$ cat config.mk
export PLATFORM = sky130hd
export DESIGN_NAME = cpu_irq_ctrl
export DESIGN_NICKNAME = d
export VERILOG_FILES = /design/src/rtl/cpu_irq_pkg.sv /design/src/rtl/irq_enable_ff.sv /design/src/rtl/irq_nmi_edge.sv /design/src/rtl/irq_vector_gen.sv /design/src/rtl/cpu_irq_ctrl.sv
export SDC_FILE = /design/constraint.sdc
export NUM_CORES = 1
export LEC_CHECK = 0
export ABC_AREA = 1
export CORE_MARGIN = 4
export CORE_UTILIZATION = 25
export DETAILED_ROUTE_END_ITERATION = 10
export GPL_TIMING_DRIVEN = 0
export PLACE_DENSITY = 0.58
export SETUP_SLACK_MARGIN = 0.05
export SYNTH_ARGS = -nofsm -noshare
export SYNTH_HDL_FRONTEND = slang
export SYNTH_SLANG_ARGS = --single-unit
export TNS_END_PERCENT = 5
$ cat constraint.sdc
create_clock -name clk -period 1.4 [get_ports clk]
set_clock_uncertainty 0.05 [all_clocks]
set_input_delay 0.28 -clock clk [delete_from_list [all_inputs] [get_ports clk]]
set_output_delay 0.28 -clock clk [all_outputs]
set_load 0.03 [all_outputs]
$ cat src/rtl/cpu_irq_pkg.sv
// Shared encodings for the interrupt controller.
// Assumes: mode and action codes are two bits wide and decoded by the core.
package cpu_irq_pkg;
    typedef enum logic [1:0] {
        MODE_OPCODE = 2'd0,
        MODE_FIXED  = 2'd1,
        MODE_TABLE  = 2'd2
    } irq_mode_e;

    typedef enum logic [1:0] {
        TAKE_EXEC = 2'd0,
        TAKE_CALL = 2'd1,
        TAKE_PTR  = 2'd2
    } take_kind_e;
endpackage

$ cat src/rtl/irq_enable_ff.sv
// Holds the two interrupt enable flip-flops and the post-enable hold-off.
// Updates them once per cycle from acceptance events and decoder strobes.
// Assumes: an acceptance in a cycle overrides any strobe in the same cycle.
module irq_enable_ff (
    input  logic clk,
    input  logic rst_n,
    input  logic ei_stb,
    input  logic di_stb,
    input  logic retn_stb,
    input  logic instr_done,
    input  logic take_nmi,
    input  logic take_int,
    output logic iff1,
    output logic iff2,
    output logic ei_block
);
    logic hold_q;

    // Enable flip-flop update: acceptance first, then retn, then di, then ei.
    always_ff @(posedge clk) begin
        if (!rst_n) begin
            iff1 <= 1'b0;
            iff2 <= 1'b0;
        end else if (take_nmi) begin
            iff1 <= 1'b0;
        end else if (take_int) begin
            iff1 <= 1'b0;
            iff2 <= 1'b0;
        end else if (retn_stb) begin
            iff1 <= iff2;
        end else if (di_stb) begin
            iff1 <= 1'b0;
            iff2 <= 1'b0;
        end else if (ei_stb) begin
            iff1 <= 1'b1;
            iff2 <= 1'b1;
        end
    end

    // Hold-off flag: armed by ei, consumed by the next boundary.
    always_ff @(posedge clk) begin
        if (!rst_n)
            hold_q <= 1'b0;
        else if (instr_done)
            hold_q <= 1'b0;
        else if (ei_stb)
            hold_q <= 1'b1;
    end

    // Block maskable acceptance at the ei boundary or the one after it.
    always_comb ei_block = hold_q | ei_stb;
endmodule

$ cat src/rtl/irq_nmi_edge.sv
// Detects a rising edge on the non-maskable request line and remembers it
// until it is taken. Assumes nmi_req is already synchronous to clk.
module irq_nmi_edge (
    input  logic clk,
    input  logic rst_n,
    input  logic nmi_req,
    input  logic take_nmi,
    output logic nmi_pend
);
    logic nmi_q;
    logic nmi_rise;

    // Previous level of the request line, for edge detection.
    always_ff @(posedge clk) begin
        if (!rst_n)
            nmi_q <= 1'b0;
        else
            nmi_q <= nmi_req;
    end

    // A new rising edge.
    always_comb nmi_rise = nmi_req & ~nmi_q;

    // Pending flag: a new edge sets it, acceptance clears it.
    always_ff @(posedge clk) begin
        if (!rst_n)
            nmi_pend <= 1'b0;
        else
            nmi_pend <= nmi_rise | (nmi_pend & ~take_nmi);
    end
endmodule

$ cat src/rtl/irq_vector_gen.sv
// Keeps the interrupt mode and the vector page and turns an acceptance into a
// registered one-cycle action descriptor.
// Assumes: a mode or page change in the acceptance cycle applies afterwards.
module irq_vector_gen
    import cpu_irq_pkg::*;
#(
    parameter int unsigned DATA_W     = 8,
    parameter int unsigned FIXED_ADDR = 'h38,
    parameter int unsigned NMI_ADDR   = 'h66
) (
    input  logic                clk,
    input  logic                rst_n,
    input  logic                im_stb,
    input  logic [1:0]          im_sel,
    input  logic                vec_ld,
    input  logic [DATA_W-1:0]   vec_din,
    input  logic                take_nmi,
    input  logic                take_int,
    input  logic [DATA_W-1:0]   dev_byte,
    output logic                take_valid,
    output logic [1:0]          take_kind,
    output logic [2*DATA_W-1:0] take_addr,
    output logic [DATA_W-1:0]   take_op
);
    localparam int unsigned ADDR_W = 2 * DATA_W;

    irq_mode_e         mode_q;
    logic [DATA_W-1:0] page_q;
    take_kind_e        kind_d;
    logic [ADDR_W-1:0] addr_d;
    logic [DATA_W-1:0] op_d;

    // Mode register: code 3 is not a mode and is dropped.
    always_ff @(posedge clk) begin
        if (!rst_n)
            mode_q <= MODE_OPCODE;
        else if (im_stb && im_sel != 2'd3)
            mode_q <= irq_mode_e'(im_sel);
    end

    // Vector page register.
    always_ff @(posedge clk) begin
        if (!rst_n)
            page_q <= '0;
        else if (vec_ld)
            page_q <= vec_din;
    end

    // Descriptor selection from the source and the current mode.
    always_comb begin
        kind_d = TAKE_CALL;
        addr_d = ADDR_W'(NMI_ADDR);
        op_d   = '0;
        if (!take_nmi) begin
            unique case (mode_q)
                MODE_OPCODE: begin
                    kind_d = TAKE_EXEC;
                    addr_d = '0;
                    op_d   = dev_byte;
                end
                MODE_FIXED: begin
                    kind_d = TAKE_CALL;
                    addr_d = ADDR_W'(FIXED_ADDR);
                end
                default: begin
                    kind_d = TAKE_PTR;
                    addr_d = {page_q, dev_byte};
                end
            endcase
        end
    end

    // Registered descriptor, one pulse per acceptance.
    always_ff @(posedge clk) begin
        if (!rst_n) begin
            take_valid <= 1'b0;
            take_kind  <= 2'd0;
            take_addr  <= '0;
            take_op    <= '0;
        end else begin
            take_valid <= take_nmi | take_int;
            if (take_nmi | take_int) begin
                take_kind <= kind_d;
                take_addr <= addr_d;
                take_op   <= op_d;
            end
        end
    end
endmodule

$ cat src/rtl/cpu_irq_ctrl.sv
// Top of the interrupt controller: arbitrates between a remembered
// non-maskable edge and a maskable level at each instruction boundary.
// Assumes: all inputs are synchronous to clk, strobes are one cycle wide.
module cpu_irq_ctrl #(
    parameter int unsigned DATA_W     = 8,
    parameter int unsigned FIXED_ADDR = 'h38,
    parameter int unsigned NMI_ADDR   = 'h66
) (
    input  logic                clk,
    input  logic                rst_n,
    input  logic                ei_stb,
    input  logic                di_stb,
    input  logic                retn_stb,
    input  logic                im_stb,
    input  logic [1:0]          im_sel,
    input  logic                vec_ld,
    input  logic [DATA_W-1:0]   vec_din,
    input  logic                int_req,
    input  logic                nmi_req,
    input  logic                instr_done,
    input  logic [DATA_W-1:0]   dev_byte,
    output logic                take_valid,
    output logic [1:0]          take_kind,
    output logic [2*DATA_W-1:0] take_addr,
    output logic [DATA_W-1:0]   take_op,
    output logic                iff2_out
);
    logic iff1;
    logic iff2;
    logic ei_block;
    logic nmi_pend;
    logic take_nmi;
    logic take_int;

    // Boundary arbitration: the remembered edge wins over the level.
    always_comb begin
        take_nmi = instr_done & nmi_pend;
        take_int = instr_done & ~nmi_pend & int_req & iff1 & ~ei_block;
    end

    always_comb iff2_out = iff2;

    irq_enable_ff u_enable (
        .clk        (clk),
        .rst_n      (rst_n),
        .ei_stb     (ei_stb),
        .di_stb     (di_stb),
        .retn_stb   (retn_stb),
        .instr_done (instr_done),
        .take_nmi   (take_nmi),
        .take_int   (take_int),
        .iff1       (iff1),
        .iff2       (iff2),
        .ei_block   (ei_block)
    );

    irq_nmi_edge u_nmi (
        .clk      (clk),
        .rst_n    (rst_n),
        .nmi_req  (nmi_req),
        .take_nmi (take_nmi),
        .nmi_pend (nmi_pend)
    );

    irq_vector_gen #(
        .DATA_W     (DATA_W),
        .FIXED_ADDR (FIXED_ADDR),
        .NMI_ADDR   (NMI_ADDR)
    ) u_vec (
        .clk        (clk),
        .rst_n      (rst_n),
        .im_stb     (im_stb),
        .im_sel     (im_sel),
        .vec_ld     (vec_ld),
        .vec_din    (vec_din),
        .take_nmi   (take_nmi),
        .take_int   (take_int),
        .dev_byte   (dev_byte),
        .take_valid (take_valid),
        .take_kind  (take_kind),
        .take_addr  (take_addr),
        .take_op    (take_op)
    );
endmodule

==> impl_summary.txt, run 1 <==
----------------------------------------------------
[Clock tree]
  Htree depth ... 2
  CTS Root Buffer Type ... sky130_fd_sc_hd__clkbuf_8
  Clock tree from TritonCTS ... built
  Total clock buffers created by CTS ... 5
  Clock Path Buffers ... 2
  Clock transition time at the flip-flop clock pins of the worst setup and hold paths ... 0.08 ns
  Clock latency on the worst-skew pair ... 0.29 ns
  Total number of clock tree sinks ... 42

[Critical path]
  Slowest CP cell ... sky130_fd_sc_hd__clkdlybuf4s15_1
  Count of buffering cells on the critical path with inverters included ... 1
  Start point of the critical path ... u_vec.take_addr[1]
  Startpoint of the most critical register-to-register path ... u_nmi.nmi_pend
  FF-to-FF End ... u_enable.iff2
  Max FO, Critical Path ... 2
  Delay contributed by the slowest stage of the critical path ... 0.37 ns
  CP delay by family, top ... buffers and inverters
  Ordered cell list for the critical path ... clkdlybuf4s15_1
  WP data required ... 1.07 ns
  Classification of the worst setup path ... reg -> out
  Reg2Reg Setup Slack ... 0.12 ns
  CP endpoint kind ... primary output
  Depth of the worst register-to-register path ... 7
  Arrival time of data at the critical path endpoint ... 1.02 ns
  Type of origin of the critical path ... register
  Stages on the worst setup path ... 1
  Capturing instance or port of the critical path ... take_addr[1]

[Global routing]
  Maximum number of pins on one net before global-route repair ... 13
  Global-route usage over all layers ... 0.115
  Global-route wire length before repair ... 6920 um
  Vias in the first global route ... 1,505
  Total global routing overflow ... 0
  Number of antenna violations at the first check in global routing ... 0

[Layout]
  Share of final-layout standard cells stronger than drive strength 1 ... 0.173
  Post-route core utilization ... 0.391
  Nets ... 304
  Layout area overhead ... 52.0%
  Non-Filler Cell Area, Final ... 0.00247 sq mm
  N_diodes ... 0

[Die]
  DIE WIDTH ... 88.6 um
  Site Rows ... 29
  Top-level I/O count ... 56
  Die H ... 88.6 um
  Starting density of the core ... 0.257
  Die Footprint ... 0.00786 sq mm
  CORE AREA ... 0.00631 sq mm

[Logic synthesis]
  Mean instance size in the synthesized netlist ... 7.74 sq um
  Net count after synthesis ... 238
  Async set or reset register ratio after synthesis ... 0
  Synth warn ... 0
  Number of enable flip-flop cells after synthesis ... 0
  Number of library cell types mapped by synthesis ... 25
  Cell count after synthesis ... 210
  Sequential share of the synthesized area ... 0.517
  Combined area of all synthesized cells ... 0.00163 sq mm
  Top_reg_cell synth ... sky130_fd_sc_hd__dfxtp_1
  Post-synthesis register bit count ... 42

[Power]
  Leakage Power ... 0.00111 uW
  VDD IR-drop max ... 335 uV
  Total power ... 2380 uW
  Pwr/cell area ... 962 mW/mm^2

[Timing]
  RSZ-0062 raised after global routing ... true
  Final count of hold timing violations ... 0
  Finish-stage setup viols ... 0
  Relative max-transition margin ... 0.684
  Count of pins over their slew limit ... 0
  Shortest clock period the worst path allows after layout ... 1.35 ns
  Tcrit/Tclk final ... 0.963
  Transition at the pin with the smallest max-transition slack ... 0.473 ns
  Achievable Freq ... 742 MHz

[Place]
  Post-DP Area ... 0.00227 sq mm
  Final HPWL from detailed placement ... 3240 um
  Final weighted congestion in routability-driven placement ... 0.811
  Number of input and output port buffers inserted ... 55

[Route]
  Detailed-route DRC error count ... 0
  Drt first-iter violations ... 76
  Post-DR vias/cell ... 4.29
  Total routed wirelength ... 4260 um
  Routed length per placed instance ... 12.0 um
  Via count ... 1,519
  Post-route antenna net violation count ... 0
  Drt pass-1 iters ... 4

[Min path]
  Hold WC Path Type ... in -> reg

[Flow run]
  Max capacitance violation total ... 0

[Run status]
  Run status ... complete, no violations

----------------------------------------------------
-- registers in the layout, summed over array words and instances, names as in the netlist --
register	count
u_nmi.nmi_pend	1
u_vec.page_q	8
u_vec.take_valid	1
u_vec.take_addr	16
u_vec.take_kind	2
u_enable.hold_q	1
u_nmi.nmi_q	1
u_vec.mode_q	2
u_enable.iff1	1
u_enable.iff2	1
u_vec.take_op	8
-- metrics by stage --
step / TNS (ns) / worst slack (ns) / std cells / hold WS, ns
after floorplan: 0 / 0.232 / 210 / 0.341
after global placement: -12.40 / -0.425 / 342 / 0.359
after detailed placement: -12.65 / -0.435 / 342 / 0.376
after CTS: 0 / 0.0229 / 350 / 0.387
after global routing: 0 / 0.00897 / 354 / 0.371
final: 0 / 0.0515 / 354 / 0.336
-- Yosys cell counts (2+ instances only) --
master | n | share of area
sky130_fd_sc_hd__o21ai_0 | 13 | 0.040
sky130_fd_sc_hd__nand4_1 | 11 | 0.042
sky130_fd_sc_hd__clkbuf_1 | 2 | 0.0046
sky130_fd_sc_hd__nor2_1 | 26 | 0.060
sky130_fd_sc_hd__a21oi_1 | 3 | 0.0092
sky130_fd_sc_hd__buf_2 | 2 | 0.0062
sky130_fd_sc_hd__inv_2 | 4 | 0.0092
sky130_fd_sc_hd__or2_2 | 2 | 0.0077
sky130_fd_sc_hd__nor2_2 | 2 | 0.0077
sky130_fd_sc_hd__nand2_2 | 2 | 0.0077
sky130_fd_sc_hd__nand3_1 | 10 | 0.031
sky130_fd_sc_hd__buf_6 | 2 | 0.014
sky130_fd_sc_hd__nand2_1 | 66 | 0.15
sky130_fd_sc_hd__a211oi_1 | 2 | 0.0092
sky130_fd_sc_hd__dfxtp_1 | 42 | 0.52
sky130_fd_sc_hd__inv_1 | 12 | 0.028
-- metal layers --
layer	global-route usage	wire length [um]	vias up
met4	0.0495	80	0
met2	0.179	1920	34
met1	0.144	1990	666
met5	0	0	-
met3	0.0400	266	6
li1	-	-	813
-- worst min-delay path by stage --
stage / endpoint / startpoint / slack [ns] / depth (start not counted)
6_report: u_vec.take_op[6] / int_req / 0.34 / 5
5_1_grt: u_vec.take_op[6] / int_req / 0.37 / 5
4_1_cts: u_nmi.nmi_pend / u_nmi.nmi_q / 0.39 / 1
3_5_place_dp: u_nmi.nmi_pend / u_nmi.nmi_q / 0.38 / 1
3_3_place_gp: u_nmi.nmi_pend / u_nmi.nmi_q / 0.36 / 1
2_1_floorplan: u_nmi.nmi_q / rst_n / 0.34 / 2
-- area by class of cell --
class | instances | area (sq um)
fillers | 683 | 3840
flip-flops and latches | 42 | 842
multi-input cells | 146 | 709
repair buffers | 59 | 614
well taps | 77 | 96.3
clock buffers | 7 | 86.3
inverters | 16 | 65.1
plain buffers | 6 | 52.6
clock inverters | 1 | 5.00
-- cells by family (layout without fill, tap and decap cells) --
kind of cell,after synthesis,count (layout),synth area share
AO/OA/AOI/OAI,21,21,0.0708
buffers and inverters,22,89,0.0616
flip-flops,42,42,0.517
AND/OR/NAND/NOR,125,125,0.350
-- layout by cell type, fill, tap and decap left out, types with 4 or more instances in the layout --
| master | synthesis | routed |
|---|---|---|
| sky130_fd_sc_hd__nand2_1 | 66 | 65 |
| sky130_fd_sc_hd__dfxtp_1 | 42 | 41 |
| sky130_fd_sc_hd__nor2_1 | 26 | 25 |
| sky130_fd_sc_hd__clkdlybuf4s50_1 | 0 | 23 |
| sky130_fd_sc_hd__clkdlybuf4s15_2 | 0 | 15 |
| sky130_fd_sc_hd__o21ai_0 | 13 | 13 |
| sky130_fd_sc_hd__clkdlybuf4s15_1 | 0 | 12 |
| sky130_fd_sc_hd__nand4_1 | 11 | 11 |
| sky130_fd_sc_hd__inv_1 | 12 | 10 |
| sky130_fd_sc_hd__nand3_1 | 10 | 10 |
| sky130_fd_sc_hd__clkbuf_8 | 0 | 6 |
| sky130_fd_sc_hd__inv_2 | 4 | 5 |
| sky130_fd_sc_hd__buf_4 | 0 | 4 |
| sky130_fd_sc_hd__dlygate4sd2_1 | 0 | 4 |
-- timing repair --
action	4_1_cts	5_1_grt
setup buffers	0	2
gates resized for setup	76	15
hold buffers	0	0
endpoints found under the setup margin	53	34
cloned	0	2
pin swaps	0	4
-- power by group --
| group | leakage [uW] | switching, uW | internal, uW |
|---|---|---|---|
| combinational | 0.000721 | 169 | 152 |
| sequential | 0.000342 | 24.4 | 1230 |
| clock | 0.0000482 | 401 | 398 |
Power figures use the tool's default switching activity.
==> inputs of run 2 (changes only) <==
--- a/config.mk
+++ b/config.mk
@@ -6,6 +6,7 @@
 export NUM_CORES = 1
 export LEC_CHECK = 0
 export ABC_AREA = 1
+export CAP_MARGIN = 20
 export CORE_MARGIN = 4
 export CORE_UTILIZATION = 25
 export DETAILED_ROUTE_END_ITERATION = 10
==> results of run 2 <==
Final layout, timing and power as in run 1 (identical DEF).
==> inputs of run 3 (changes only) <==
==> constraint.sdc (replaced) <==
create_clock -name clk -period 1.4 [get_ports clk]
set_clock_uncertainty 0.05 [all_clocks]
set_input_delay 0.14 -clock clk [delete_from_list [all_inputs] [get_ports clk]]
set_output_delay 0.14 -clock clk [all_outputs]
set_load 0.03 [all_outputs]
==> run 3 against run 2 <==
Effect of this change: clock-buffer cell count stayed put; sequential power about the same; combinational power decreased by 6.2%; die area unchanged; sequential share of layout area increased by 1.4 points; via count decreased by 1.3%; worst hold slack worse by 0.15 ns; core utilization is 1.4 points lower; global-route usage about the same; sequential cell count stayed put; first-iteration DRC count is 18% lower; largest power group unchanged.
==> impl_summary.txt, run 3 (synthesized netlist as in run 1, its figures left out) <==
----------------------------------------------------
[Critical path]
  Arrival time of data at the critical path endpoint ... 1.07 ns (+0.05 ns)
  Count of buffering cells on the critical path with inverters included ... 1 (unchanged)
  Reg2Reg Setup Slack ... 0.16 ns (+0.04 ns)
  Ordered cell list for the critical path ... dlygate4sd2_1
  Classification of the worst setup path ... reg -> out
  WP data required ... 1.21 ns (+0.14 ns)
  CP delay by family, top ... buffers and inverters
  Max FO, Critical Path ... 3 (+1)
  Slowest CP cell ... sky130_fd_sc_hd__dlygate4sd2_1
  Type of origin of the critical path ... register
  CP endpoint kind ... primary output
  Delay contributed by the slowest stage of the critical path ... 0.41 ns (+0.04 ns)

[Timing]
  Count of pins over their slew limit ... 0 (unchanged)
  Sum of negative setup slack ... 0 ns (unchanged)
  Transition at the pin with the smallest max-transition slack ... 0.477 ns (+0.00324 ns)
  Shortest clock period the worst path allows after layout ... 1.26 ns (-0.0849 ns)
  Final-layout worst hold slack ... 0.187 ns (-0.149 ns)
  RSZ-0062 raised after global routing ... true
  Achievable Freq ... 791 MHz (+6.7%)
  Worst setup margin ... 0.136 ns (+0.0849 ns)
  Relative max-transition margin ... 0.682 (-0.00216)
  Tcrit/Tclk final ... 0.903 (-0.0606)
  Final count of hold timing violations ... 0 (unchanged)
  Finish-stage setup viols ... 0 (unchanged)

[Clock tree]
  Htree depth ... 2 (unchanged)
  Clock transition time at the flip-flop clock pins of the worst setup and hold paths ... 0.08 ns (about the same)
  Clock Path Buffers ... 2 (unchanged)
  Clock tree from TritonCTS ... built
  Total number of clock tree sinks ... 42 (unchanged)
  Clock latency on the worst-skew pair ... 0.29 ns (about the same)
  Hold buffers post-CTS ... 0 (unchanged)
  CTS Root Buffer Type ... sky130_fd_sc_hd__clkbuf_8
  Total clock buffers created by CTS ... 5 (unchanged)

[Route]
  Post-route antenna net violation count ... 0 (unchanged)
  Drt pass-1 iters ... 4 (unchanged)
  Post-DR vias/cell ... 4.24 (-1.3%)
  Detailed-route DRC error count ... 0 (unchanged)
  Drt first-iter violations ... 62 (-18%)
  Total routed wirelength ... 4190 um (-1.6%)
  Via count ... 1,500 (-1.3%)
  Routed length per placed instance ... 11.8 um (-1.6%)

[Die]
  Die Footprint ... 0.00786 sq mm (unchanged)
  Site Rows ... 29 (unchanged)
  Top-level I/O count ... 56 (unchanged)
  Die H ... 88.6 um (unchanged)
  Starting density of the core ... 0.257 (unchanged)
  CORE AREA ... 0.00631 sq mm (unchanged)
  DIE WIDTH ... 88.6 um (unchanged)

[Layout]
  Filler Cell Count ... 696 (+1.9%)
  N_diodes ... 0 (unchanged)
  Register ranked first by flip-flop count ... u_vec.take_addr
  Share of final-layout standard cells stronger than drive strength 1 ... 0.112 (-0.0614)
  Most frequent cells in the layout ... 66 x sky130_fd_sc_hd__nand2_1, 40 x sky130_fd_sc_hd__dfxtp_1, 29 x sky130_fd_sc_hd__dlygate4sd2_1
  Total area of sequential cells ... 843 sq um (+0.15%)
  Most frequent standard cell in the layout excluding fill and tap cells ... sky130_fd_sc_hd__nand2_1
  Flip-flop count of the largest register after layout ... 16 (unchanged)
  Post-route core utilization ... 0.377 (-0.0145)
  Layout area overhead ... 46.4%
  Area of combinational cells with multiple inputs ... 692 sq um (-2.5%)
  Registers with the most flip-flops ... u_vec.take_addr: 16 flops, u_vec.page_q: 8 flops, u_vec.take_op: 8 flops
  Nets ... 304 (unchanged)

[Power]
  Leakage Power ... 0.00122 uW (+9.4%)
  VDD IR-drop max ... 331 uV (-1.3%)
  Pwr/cell area ... 987 mW/mm^2 (+2.6%)

[Global routing]
  Global-route wire length before repair ... 6910 um (-0.20%)
  Total global routing overflow ... 0 (unchanged)
  Maximum number of pins on one net before global-route repair ... 13 (unchanged)
  Number of antenna violations at the first check in global routing ... 0 (unchanged)
  Vias in the first global route ... 1,505 (unchanged)
  Global-route usage over all layers ... 0.115 (-0.000385)

[Place]
  Setup WS pre-CTS ... -0.295 ns (+0.140 ns)
  Final HPWL from detailed placement ... 3240 um (unchanged)
  Number of input and output port buffers inserted ... 55 (unchanged)
  Final weighted congestion in routability-driven placement ... 0.811 (unchanged)

[Run status]
  Run status ... complete, no violations

[Flow run]
  Max capacitance violation total ... 0 (unchanged)

[Min path]
  Hold WC Path Type ... in -> reg

----------------------------------------------------
==> run 3: cell types whose count changed in the layout (fill, tap and decap cells not counted), moves of 2 or more <==
cell,change
sky130_fd_sc_hd__inv_2,-2
sky130_fd_sc_hd__clkdlybuf4s15_2,-15
sky130_fd_sc_hd__clkbuf_4,+2
sky130_fd_sc_hd__dlygate4sd2_1,+25
sky130_fd_sc_hd__clkdlybuf4s15_1,-12
sky130_fd_sc_hd__nand2_4,-2
sky130_fd_sc_hd__inv_1,+2
==> run 3: cell type report <==
cell class,count,share of cell area
buffer,6,0.0189
clock buffer,7,0.0363
clock inverter,1,0.00210
inverter,16,0.0263
multi-input combinational,146,0.291
sequential,42,0.354
tap,77,0.0405
timing repair buffer,59,0.231
==> run 3: repair_timing <==
action	in CTS	in global routing
setup buffers	0	4
pin swaps	0	1
cloned	0	0
endpoints found under the setup margin	48	21
resized for setup	29	9
==> run 3: metal layers <==
metal,GRT usage,part of all wire
met1,0.145,0.47
met4,0.0495,0.016
met5,0,0
met2,0.179,0.45
met3,0.0363,0.069
==> run 3: report_power, final <==
part	switching, uW	internal [uW]
registers	22.5	1230
logic	163	139
clock network	394	398
total	580	1770
==> run 3: worst paths after layout <==
check	cells past startpoint	start	to
setup / recovery	1	u_enable.iff2	iff2_out
hold / removal	3	ei_stb	u_enable.hold_q
hold reg to reg	1	u_nmi.nmi_q	u_nmi.nmi_pend
setup reg to reg	6	u_nmi.nmi_pend	u_vec.take_addr[14]
==> run 3: through the flow <==
step	power, uW	cell area (sq um)	std cells
finish	2350	2380	354
global route	2470	2380	354
floorplan	1430	1630	210
detailed placement	1580	2270	342
global placement	1580	2270	342
CTS	2380	2330	350
